--- config.mk ---
export PLATFORM = sky130hd
export DESIGN_NAME = sleep_ctrl
export DESIGN_NICKNAME = d
export VERILOG_FILES = /design/src/rtl/slp_pkg.sv /design/src/rtl/slp_guard.sv /design/src/rtl/slp_wake_filter.sv /design/src/rtl/slp_warmup_timer.sv /design/src/rtl/sleep_ctrl.sv
export SDC_FILE = /design/constraint.sdc
export NUM_CORES = 1
export LEC_CHECK = 0
export ABC_CLOCK_PERIOD_IN_PS = 3330
export BUFFER_PORTS_ARGS = -buffer_cell sky130_fd_sc_hd__buf_2
export CORE_ASPECT_RATIO = 1.4
export CORE_UTILIZATION = 35
export DETAILED_ROUTE_END_ITERATION = 7
export GPL_TIMING_DRIVEN = 0
export PLACE_DENSITY = 0.6
export SLEW_MARGIN = 20
export SYNTH_ARGS = -nofsm -noshare
export SYNTH_HDL_FRONTEND = slang
export SYNTH_SLANG_ARGS = --single-unit
--- constraint.sdc ---
create_clock -name clk -period 3.33 [get_ports clk]
set_input_delay 0.666 -clock clk [delete_from_list [all_inputs] [get_ports clk]]
set_output_delay 0.666 -clock clk [all_outputs]
set_load 0.02 [all_outputs]
--- src/rtl/slp_pkg.sv ---
package slp_pkg;

   localparam logic [2:0] MODE_IDLE = 3'b000;
   localparam logic [2:0] MODE_SAVE = 3'b011;
   localparam logic [2:0] MODE_OFF  = 3'b100;

   typedef enum logic [2:0] {
      ST_RUN  = 3'd0,
      ST_IDLE = 3'd1,
      ST_SAVE = 3'd2,
      ST_OFF  = 3'd3,
      ST_WARM = 3'd4,
      ST_RSTX = 3'd5
   } slp_state_e;

   typedef struct packed {
      logic cpu;
      logic io;
      logic aon;
   } clk_en_t;

endpackage

--- src/rtl/slp_guard.sv ---
module slp_guard #(
   parameter int GUARD_CYC = 4
) (
   input  logic clk,
   input  logic rst_n,
   input  logic wr,
   input  logic code_is_off,
   input  logic consume,
   output logic armed
);
   localparam int GW = $clog2(GUARD_CYC + 1);

   if (GUARD_CYC < 1) begin : g_bad_guard
      $error("slp_guard: GUARD_CYC must be at least 1");
   end

   logic [GW-1:0] cnt_q;

   always_ff @(posedge clk or negedge rst_n) begin
      if (!rst_n) begin
         cnt_q <= '0;
      end else if (wr) begin
         cnt_q <= code_is_off ? GW'(GUARD_CYC) : '0;
      end else if (consume) begin
         cnt_q <= '0;
      end else if (cnt_q != '0) begin
         cnt_q <= cnt_q - 1'b1;
      end
   end

   assign armed = (cnt_q != '0);
endmodule

--- src/rtl/slp_wake_filter.sv ---
module slp_wake_filter #(
   parameter int HOLD_W      = 4,
   parameter int SYNC_STAGES = 0
) (
   input  logic              clk,
   input  logic              rst_n,
   input  logic              enable,
   input  logic              lvl,
   input  logic [HOLD_W-1:0] hold,
   output logic              qual
);
   logic lvl_s;

   if (SYNC_STAGES == 0) begin : g_nosync
      assign lvl_s = lvl;
   end else begin : g_sync
      logic [SYNC_STAGES-1:0] sr_q;
      always_ff @(posedge clk or negedge rst_n) begin
         if (!rst_n) sr_q <= '0;
         else        sr_q <= {sr_q[SYNC_STAGES-2:0], lvl};
      end
      assign lvl_s = sr_q[SYNC_STAGES-1];
   end

   logic [HOLD_W-1:0] cnt_q;

   always_ff @(posedge clk or negedge rst_n) begin
      if (!rst_n) begin
         cnt_q <= '0;
      end else if (!enable || !lvl_s) begin
         cnt_q <= '0;
      end else if (cnt_q != '1) begin
         cnt_q <= cnt_q + 1'b1;
      end
   end

   assign qual = enable && (cnt_q != '0) && (cnt_q >= hold);
endmodule

--- src/rtl/slp_warmup_timer.sv ---
module slp_warmup_timer #(
   parameter int DLY_W = 16
) (
   input  logic             clk,
   input  logic             rst_n,
   input  logic             load,
   input  logic [DLY_W-1:0] cfg,
   input  logic             run,
   output logic             done
);
   logic [DLY_W-1:0] cnt_q;

   always_ff @(posedge clk or negedge rst_n) begin
      if (!rst_n) begin
         cnt_q <= '0;
      end else if (load) begin
         cnt_q <= cfg;
      end else if (run && cnt_q != '0) begin
         cnt_q <= cnt_q - 1'b1;
      end
   end

   assign done = (cnt_q == '0);
endmodule

--- src/rtl/sleep_ctrl.sv ---
module sleep_ctrl
   import slp_pkg::*;
#(
   parameter int GUARD_CYC   = 4,
   parameter int DLY_W       = 16,
   parameter int HOLD_W      = 4,
   parameter int N_WAKE      = 4,
   parameter int SYNC_STAGES = 0
) (
   input  logic              clk,
   input  logic              rst_n,
   input  logic              mode_wr,
   input  logic [2:0]        mode_in,
   input  logic              sleep_en,
   input  logic              sleep_strobe,
   input  logic [N_WAKE-1:0] wake_lvl,
   input  logic [HOLD_W-1:0] hold_cfg,
   input  logic [DLY_W-1:0]  startup_cfg,
   input  logic              wdt_en_cfg,
   output logic              cpu_clk_en,
   output logic              io_clk_en,
   output logic              aon_clk_en,
   output logic              regulator_off,
   output logic              wdt_gate,
   output logic              reset_req
);
   localparam int CHG_IDX = 0;

   if (DLY_W < 1 || DLY_W > 32) begin : g_bad_dly
      $error("sleep_ctrl: DLY_W must be 1..32");
   end
   if (HOLD_W < 1) begin : g_bad_hold
      $error("sleep_ctrl: HOLD_W must be at least 1");
   end
   if (N_WAKE < 1) begin : g_bad_wake
      $error("sleep_ctrl: N_WAKE must be at least 1");
   end
   if (SYNC_STAGES < 0 || SYNC_STAGES == 1 || SYNC_STAGES > 3) begin : g_bad_sync
      $error("sleep_ctrl: SYNC_STAGES must be 0, 2 or 3");
   end

   slp_state_e  state_q, state_d;
   logic [2:0]  mode_q;
   logic        from_off_q;
   logic        armed;
   logic        go;
   logic        consume;
   logic        asleep;
   logic        warm_done;
   logic        warm_load;
   logic [N_WAKE-1:0] qual;
   logic        wake_any;
   logic        wake_chg;
   clk_en_t     ce;

   // mode register
   always_ff @(posedge clk or negedge rst_n) begin
      if (!rst_n)                  mode_q <= MODE_IDLE;
      else if (state_q == ST_RSTX) mode_q <= MODE_IDLE;
      else if (mode_wr)            mode_q <= mode_in;
   end

   assign go      = sleep_strobe && sleep_en && (state_q == ST_RUN);
   assign consume = go || (state_q == ST_RSTX);

   slp_guard #(.GUARD_CYC(GUARD_CYC)) u_guard (
      .clk         (clk),
      .rst_n       (rst_n),
      .wr          (mode_wr),
      .code_is_off (mode_in == MODE_OFF),
      .consume     (consume),
      .armed       (armed)
   );

   assign asleep = (state_q == ST_IDLE) || (state_q == ST_SAVE) || (state_q == ST_OFF);

   for (genvar i = 0; i < N_WAKE; i++) begin : g_wake
      slp_wake_filter #(.HOLD_W(HOLD_W), .SYNC_STAGES(SYNC_STAGES)) u_filt (
         .clk    (clk),
         .rst_n  (rst_n),
         .enable (asleep),
         .lvl    (wake_lvl[i]),
         .hold   (hold_cfg),
         .qual   (qual[i])
      );
   end

   assign wake_any = |qual;
   assign wake_chg = qual[CHG_IDX];

   // next state
   always_comb begin
      state_d = state_q;
      unique case (state_q)
         ST_RUN: begin
            if (go) begin
               case (mode_q)
                  MODE_IDLE: state_d = ST_IDLE;
                  MODE_SAVE: state_d = ST_SAVE;
                  MODE_OFF:  state_d = armed ? ST_OFF : ST_RUN;
                  default:   state_d = ST_RUN;
               endcase
            end
         end
         ST_IDLE: if (wake_any)  state_d = ST_RUN;
         ST_SAVE: if (wake_any)  state_d = ST_WARM;
         ST_OFF:  if (wake_chg)  state_d = ST_WARM;
         ST_WARM: if (warm_done) state_d = from_off_q ? ST_RSTX : ST_RUN;
         ST_RSTX: state_d = ST_RUN;
         default: state_d = ST_RUN;
      endcase
   end

   always_ff @(posedge clk or negedge rst_n) begin
      if (!rst_n) state_q <= ST_RUN;
      else        state_q <= state_d;
   end

   always_ff @(posedge clk or negedge rst_n) begin
      if (!rst_n)                                     from_off_q <= 1'b0;
      else if (state_q == ST_OFF && state_d == ST_WARM) from_off_q <= 1'b1;
      else if (state_q == ST_RSTX)                    from_off_q <= 1'b0;
   end

   assign warm_load = (state_d == ST_WARM) && (state_q != ST_WARM);

   slp_warmup_timer #(.DLY_W(DLY_W)) u_warm (
      .clk   (clk),
      .rst_n (rst_n),
      .load  (warm_load),
      .cfg   (startup_cfg),
      .run   (state_q == ST_WARM),
      .done  (warm_done)
   );

   // output decode
   always_comb begin
      unique case (state_q)
         ST_RUN:  ce = '{cpu: 1'b1, io: 1'b1, aon: 1'b1};
         ST_IDLE: ce = '{cpu: 1'b0, io: 1'b1, aon: 1'b1};
         ST_SAVE: ce = '{cpu: 1'b0, io: 1'b0, aon: 1'b1};
         ST_OFF:  ce = '{cpu: 1'b0, io: 1'b0, aon: 1'b0};
         ST_WARM: ce = '{cpu: 1'b0, io: 1'b0, aon: 1'b1};
         ST_RSTX: ce = '{cpu: 1'b0, io: 1'b1, aon: 1'b1};
         default: ce = '{cpu: 1'b1, io: 1'b1, aon: 1'b1};
      endcase
   end

   assign cpu_clk_en    = ce.cpu;
   assign io_clk_en     = ce.io;
   assign aon_clk_en    = ce.aon;
   assign regulator_off = (state_q == ST_OFF);
   assign wdt_gate      = wdt_en_cfg && (state_q != ST_OFF);
   assign reset_req     = (state_q == ST_RSTX);
endmodule

==> results of run 1 <==
## routing by layer
layer / global-route usage, % / wire [µm] / vias to the layer above
li1: - / - / 1244
met1: 18.0 / 2720 / 1167
met2: 30.0 / 3290 / 48
met3: 2.82 / 191 / 14
met4: 7.27 / 161 / 0
met5: 0 / 0 / -
## final cells by class
type	instances	area (µm²)
multi-input cells	248	1690
plain buffers	8	75.1
repair buffers	38	193
clock buffers	7	86.3
well taps	100	125
flip-flops and latches	42	1050
inverters	21	78.8
clock inverters	1	5.00
fillers	805	4590
## logic make-up after synthesis
kind of cell / after synthesis / synth area share (%)
simple gates: 134 / 22.6
mux: 8 / 2.81
xor+xnor: 8 / 2.42
buf+inv: 29 / 5.32
flops: 42 / 36.3
fa+ha+maj: 28 / 12.1
compound gates: 70 / 18.4
## path summary, 6_finish.rpt
kind | from | to | slack, ns | depth (start not counted)
setup / recovery | hold_cfg[2] | u_warm.cnt_q[5] | 0.59 | 11
hold / removal | rst_n | u_guard.cnt_q[1] | 0.35 | 1
setup reg to reg | g_wake[0].u_filt.cnt_q[0] | u_warm.cnt_q[5] | 0.64 | 10
hold reg to reg | u_warm.cnt_q[15] | u_warm.cnt_q[15] | 0.55 | 2
max in group asynchronous | rst_n | g_wake[0].u_filt.cnt_q[0] | 2.59 | 1
min in group clk | u_warm.cnt_q[15] | u_warm.cnt_q[15] | 0.55 | 2
## through the flow
stage / utilization (%) / std cells / total power [W]
after floorplan: - / 319 / 0.00161
after global placement: 40.6 / 457 / 0.00186
after detailed placement: 40.6 / 457 / 0.00188
after CTS: 41.8 / 465 / 0.00225
after global routing: 41.8 / 465 / 0.00242
final: 41.8 / 465 / 0.00222
## cells in the mapped netlist, drive strengths merged, types with 6 or more instances
library cell | number | area share (%)
a21oi | 15 | 3.0
a221o | 7 | 2.4
buf | 6 | 2.0
dfrtp | 42 | 36
ha | 28 | 12
inv | 21 | 2.7
mux2i | 7 | 2.4
nand2 | 27 | 3.5
nand3 | 13 | 2.3
nor2 | 50 | 6.5
nor3 | 14 | 2.6
nor3b | 6 | 1.6
o21ai | 10 | 1.7
o31ai | 9 | 2.3
xnor2 | 8 | 2.4
## critical path, stage by stage
cell,delay [ns]
buf_2,0.08
inv_1,0.09
ha_1,0.31
nand2_1,0.05
o21ai_0,0.20
o211ai_1,0.24
a32oi_1,0.31
o41ai_4,0.22
or2_1,0.28
buf_6,0.14
a221o_1,0.35
## state kept, by name (all words and copies together) (netlist names)
| register | flops |
|---|---|
| u_warm.cnt_q | 16 |
| mode_q | 3 |
| u_guard.cnt_q | 3 |
| g_wake.u_filt.cnt_q | 16 |
| state_q | 3 |
| from_off_q | 1 |
## where the power goes
group	switching [W]	total (W)	internal, W
Clock	0.000183	0.000351	0.000168
Sequential	0.000176	0.000846	0.000670
Combinational	0.000577	0.00102	0.000448
==> flow_summary.toml, run 1 <==
[run_status]
outcome = "finished clean"

[final_layout]
syn_to_final_growth_pct = 14.1
final_cell_mix = "nor2_1 (50), dfrtp_1 (42), buf_2 (38)"
drive_gt1_share_pct = 17.0
stdcell_area_mm2 = 0.00330
final_common_cell = "nor2_1"
finalNetCount = 425
antenna_cells = 0

[routing]
wirelength_um = 6360
ant_nets = 0
vias_per_cell = 5.32
drc_errors = 0
firstDrtPassIters = 4
num_vias = 2473
drtIter0Drc = 94
routedWlPerCell_um = 13.7

[cts]
worstSkewPairLatency_ns = 0.30
clkTransAtPathRegs_ns = 0.08
cts_buffers = 5
clockBufferDepth = 2
post_cts_resized = 0
cts_sinks = 42
tritoncts = "done"
cts_root_buf = "clkbuf_8"
h-tree-depth = 2
cts_hold_buf = 0
post_cts_buffers = 0

[yosys]
synth_nets = 380
synth_area_mm2 = 0.00289
ys_ff_latch = 42
async_flop_share_pct = 100
synthCells = 319
yosys_warnings = 0
synth_seq_area_share_pct = 36.3
syn_area_per_cell_um2 = 9.06
synth.distinct_cells = 52
synthFlopType = "dfrtp_1"
synth_edf_count = 0

[power]
power_density_mw_per_mm2 = 673
ir_worst_vdd_mv = 0.239
p_leak_nw = 1.54

[timing]
setup_tns_ns = 0
rsz0062_at_grt = "no"
finalCritPeriodShare_pct = 82.2
layout_min_cycle_time_ns = 2.74
setup_viol = 0
hold_viol = 0
fin_skew_ns = 0.00933
hold_ws_ns = 0.351
fmax_mhz = 365
setup_slack_ns = 0.591
tightest_slew_ns = 0.720
maxSlewHeadroom_pct = 51.5
maxSlewViolCount = 0

[placement]
placed_cell_area_mm2 = 0.00321
dp.final_hpwl_um = 4800
dpl_worst_slack_ns = 0.255
io_buffer_count = 38
gp_congestion = 0.803

[critical_path]
end_kind = "flop"
path_class = "primary input to flop"
start_kind = "primary input"
critPathArrivalTime_ns = 2.93
critical_path.max_fanout = 10
cp.required_ns = 3.52

[global_routing]
grt_usage_pct = 16.2
grt_overflow = 0
antenna_found_initial = 0
grt_first_pass_wirelength_um = 11000
grt_pass1_vias = 2476
grt_max_degree = 43

[floorplanning]
fp.dieH_um = 110
coreArea_mm2 = 0.00789
dieWidth_um = 78.8
pin_count = 39
initial_utilization_pct = 36.6
floorplan.rows = 38
die-area_mm2 = 0.00863

[flow_run]
cap_violations = 0

[hold_path]
worstHoldPathType = "primary input to async pin"
(Power assumes the default switching activity.)
==> run 2, diff against run 1 <==
--- a/config.mk
+++ b/config.mk
@@ -5,13 +5,14 @@
 export SDC_FILE = /design/constraint.sdc
 export NUM_CORES = 1
 export LEC_CHECK = 0
-export ABC_CLOCK_PERIOD_IN_PS = 3330
+export ABC_AREA = 1
+export ABC_CLOCK_PERIOD_IN_PS = 2200
 export BUFFER_PORTS_ARGS = -buffer_cell sky130_fd_sc_hd__buf_2
 export CORE_ASPECT_RATIO = 1.4
 export CORE_UTILIZATION = 35
 export DETAILED_ROUTE_END_ITERATION = 7
 export GPL_TIMING_DRIVEN = 0
-export PLACE_DENSITY = 0.6
+export PLACE_DENSITY = 0.62
 export SLEW_MARGIN = 20
 export SYNTH_ARGS = -nofsm -noshare
 export SYNTH_HDL_FRONTEND = slang
==> constraint.sdc (replaced) <==
create_clock -name clk -period 2.2 [get_ports clk]
set_input_delay 0.44 -clock clk [delete_from_list [all_inputs] [get_ports clk]]
set_output_delay 0.44 -clock clk [all_outputs]
set_load 0.02 [all_outputs]
==> run 2 against run 1 <==
Effect of this change:
- global-route usage up 0.15 points
- first-iteration DRC count is 41% higher
- highest routed layer unchanged
- largest cell class unchanged
- largest power group is now registers
- non-clock buffer count increased by 3
- clock skew is essentially flat
- die area increased by 5.8%
- sequential share of layout area is 2.9 points lower
- design area increased by 10%
==> flow_summary.toml, run 2 <==
[run_status]
outcome = "finished clean"

[timing]
finalCritPeriodShare_pct = 94.2
fmax_mhz = 483
layout_min_cycle_time_ns = 2.07
fin_skew_ns = 0.00938
tightest_slew_ns = 0.567
maxSlewViolCount = 0
rsz0062_at_grt = "yes"
maxSlewHeadroom_pct = 62.2
setup_viol = 0
hold_viol = 0

[final_layout]
fillers = 871
drive_gt1_share_pct = 21.8
antenna_cells = 0
syn_to_final_growth_pct = 18.8
final_cell_mix = "nand2_1 (58), inv_1 (51), nor2_1 (45)"
stdcell_area_mm2 = 0.00364
final_common_cell = "nand2_1"
top_regs = "g_wake.u_filt.cnt_q x16, u_warm.cnt_q x16"
layout.cells.non_filler = 555
finalNetCount = 510

[placement]
placed_cell_area_mm2 = 0.00338
dp.cells = 541
gp_congestion = 0.782
io_buffer_count = 38
dp.final_hpwl_um = 5140

[yosys]
synth_nets = 459
ys_ff_latch = 42
synthFlopType = "dfrtp_1"
yosys_warnings = 0
synth_edf_count = 0
yosysMostFrequentCell = "nand2_1"
syn_area_per_cell_um2 = 7.70
synth_top_area_share_pct = 34.3
async_flop_share_pct = 100
synthCells = 398
synth.distinct_cells = 35
synth.top_cells.by_area = "dfrtp_1 (34%), ha_1 (11%), nand2_1 (7.2%), inv_1 (6.4%), nand3_1 (5.9%)"
synth_area_mm2 = 0.00306
yosys.area.top_type = "dfrtp_1"
synth_seq_area_share_pct = 34.3
yosys-top-cells-count = "nand2_1 (59), inv_1 (52), nor2_1 (45), dfrtp_1 (42), nand3_1 (36)"

[routing]
drtIter0Drc = 133
wirelength_um = 6810
ant_nets = 0
vias_per_cell = 5.00
routedWlPerCell_um = 12.3
firstDrtPassIters = 4
drc_errors = 0
num_vias = 2777

[critical_path]
start_kind = "flop"
cpPeakStageDelay_ns = 0.43
timing.rr.end = "u_warm.cnt_q[14]"
critical_path.max_fanout = 10
r2r_slack_ns = 0.13
cp.required_ns = 2.36
cp_slowest_cell = "dfrtp_2"
cp_common_cell = "nand2_2"
path_class = "flop to flop"
r2r_cells = 15
regToRegStartpoint = "g_wake[0].u_filt.cnt_q[2]"
end_kind = "flop"
critPathArrivalTime_ns = 2.23
cp_cell_sequence = "ha_1, nand2_1, inv_1, nand3_1, nand3_2, nand2_2, nand2_2, nor2_2, nand2_1, nand2_2, nor2_8, nand2_4, buf_8, nand2_2, nand3_1"
startpoint = "g_wake[0].u_filt.cnt_q[2]"

[power]
seqPwrFrac_pct = 41.9
combPwrFrac_pct = 27.9
p_sw_w = 0.000946
p_clk_share_pct = 30.1
ir_worst_vdd_mv = 0.566
p_leak_nw = 1.77
internal_power_w = 0.00186
switching_share_pct = 33.8
power_density_mw_per_mm2 = 770

[global_routing]
grt_max_degree = 43
grt_overflow = 0
grt_first_pass_wirelength_um = 11800
antenna_found_initial = 0
grt_pass1_vias = 2712
grt_usage_pct = 16.4

[flow_run]
cap_violations = 0

[floorplanning]
fp.dieH_um = 113
dieWidth_um = 81.1
pin_count = 39
floorplan.rows = 40
initial_utilization_pct = 35.8
die-area_mm2 = 0.00913
coreArea_mm2 = 0.00856

[cts]
cts_buffers = 5
worstSkewPairLatency_ns = 0.29
tritoncts = "done"
clkTransAtPathRegs_ns = 0.06
h-tree-depth = 2
cts_root_buf = "clkbuf_16"
cts_sinks = 42
clockBufferDepth = 2

[hold_path]
worstHoldPathType = "primary input to async pin"
==> run 2: cell count changes in the layout (fill, tap and decap cells not counted), moves of 6 or more <==
| cell | before | now |
|---|---|---|
| a21oi_1 | 14 | 24 |
| a221o_1 | 7 | 0 |
| buf_4 | 2 | 8 |
| clkbuf_8 | 7 | 0 |
| inv_1 | 21 | 51 |
| mux2i_1 | 7 | 0 |
| nand2_1 | 27 | 58 |
| nand2_2 | 0 | 16 |
| nand3_1 | 13 | 35 |
| nand4_1 | 1 | 21 |
| nor3b_1 | 6 | 0 |
| o31ai_1 | 9 | 1 |
| xor2_1 | 0 | 9 |
==> run 2: logic make-up after synthesis <==
kind of cell	share of synthesized area, %
simple gates	32.1
flops	34.3
compound gates	10.5
xor+xnor	3.43
buf+inv	8.25
fa+ha+maj	11.4
==> run 2: area by class of cell <==
cell class	instances	area, µm²	area share, %
plain buffers	5	38.8	1.07
inverters	58	221	6.08
clock buffers	7	133	3.64
repair buffers	44	235	6.46
well taps	105	131	3.61
clock inverters	1	30.0	0.825
flip-flops and latches	42	1050	29.0
multi-input cells	293	1800	49.3
==> run 2: metrics by stage <==
step / utilization (%) / power, W / hold slack [ns] / TNS (ns) / setup slack (ns)
5_1_grt: 42.5 / 0.00302 / 0.200 / -0.0215 / -0.0122
2_1_floorplan: - / 0.00177 / 0.144 / 0 / 0.204
3_3_place_gp: 39.5 / 0.00195 / 0.484 / -1.27 / -0.136
3_5_place_dp: 39.5 / 0.00197 / 0.488 / -1.21 / -0.124
4_1_cts: 41.4 / 0.00282 / 0.356 / 0 / 0.00753
6_report: 42.5 / 0.00280 / 0.139 / 0 / 0.128
==> run 2: metal layers <==
layer / global-route usage [%] / vias up / wire length, µm
met2: 30.6 / 47 / 3600
met1: 18.1 / 1297 / 2850
li1: - / 1426 / -
met3: 2.85 / 7 / 254
met4: 5.12 / 0 / 95
met5: 0 / - / 0
==> run 2: power groups by stage <==
stage | Sequential [W] | Combinational [W] | Clock (W)
finish | 0.00118 | 0.000783 | 0.000845
floorplan | 0.00114 | 0.000629 | 0
global route | 0.00121 | 0.000926 | 0.000883
detailed placement | 0.00119 | 0.000787 | 0
global placement | 0.00118 | 0.000767 | 0
CTS | 0.00118 | 0.000791 | 0.000857
==> run 2: critical path: cells and delay by family (launching register included) <==
family | cells | cell delay (ns)
and+or+nand+nor | 12 | 1.00
DFF | 1 | 0.43
buffers and inverters | 2 | 0.22
adders and majority gates | 1 | 0.29
==> run 2: repair_timing <==
item | CTS | global route
hold buffers | 0 | 0
gates resized for setup | 0 | 11
buffers inserted | 0 | 6
setup endpoints to repair | 0 | 12
==> run 2: how the worst max path moves through the flow <==
stage | slack [ns] | end
finish | 0.13 | u_warm.cnt_q[14]
global route | -0.01 | u_warm.cnt_q[14]
CTS | 0.008 | cpu_clk_en
detailed placement | -0.12 | u_warm.cnt_q[15]
global placement | -0.14 | u_warm.cnt_q[15]
floorplan | 0.20 | u_warm.cnt_q[7]
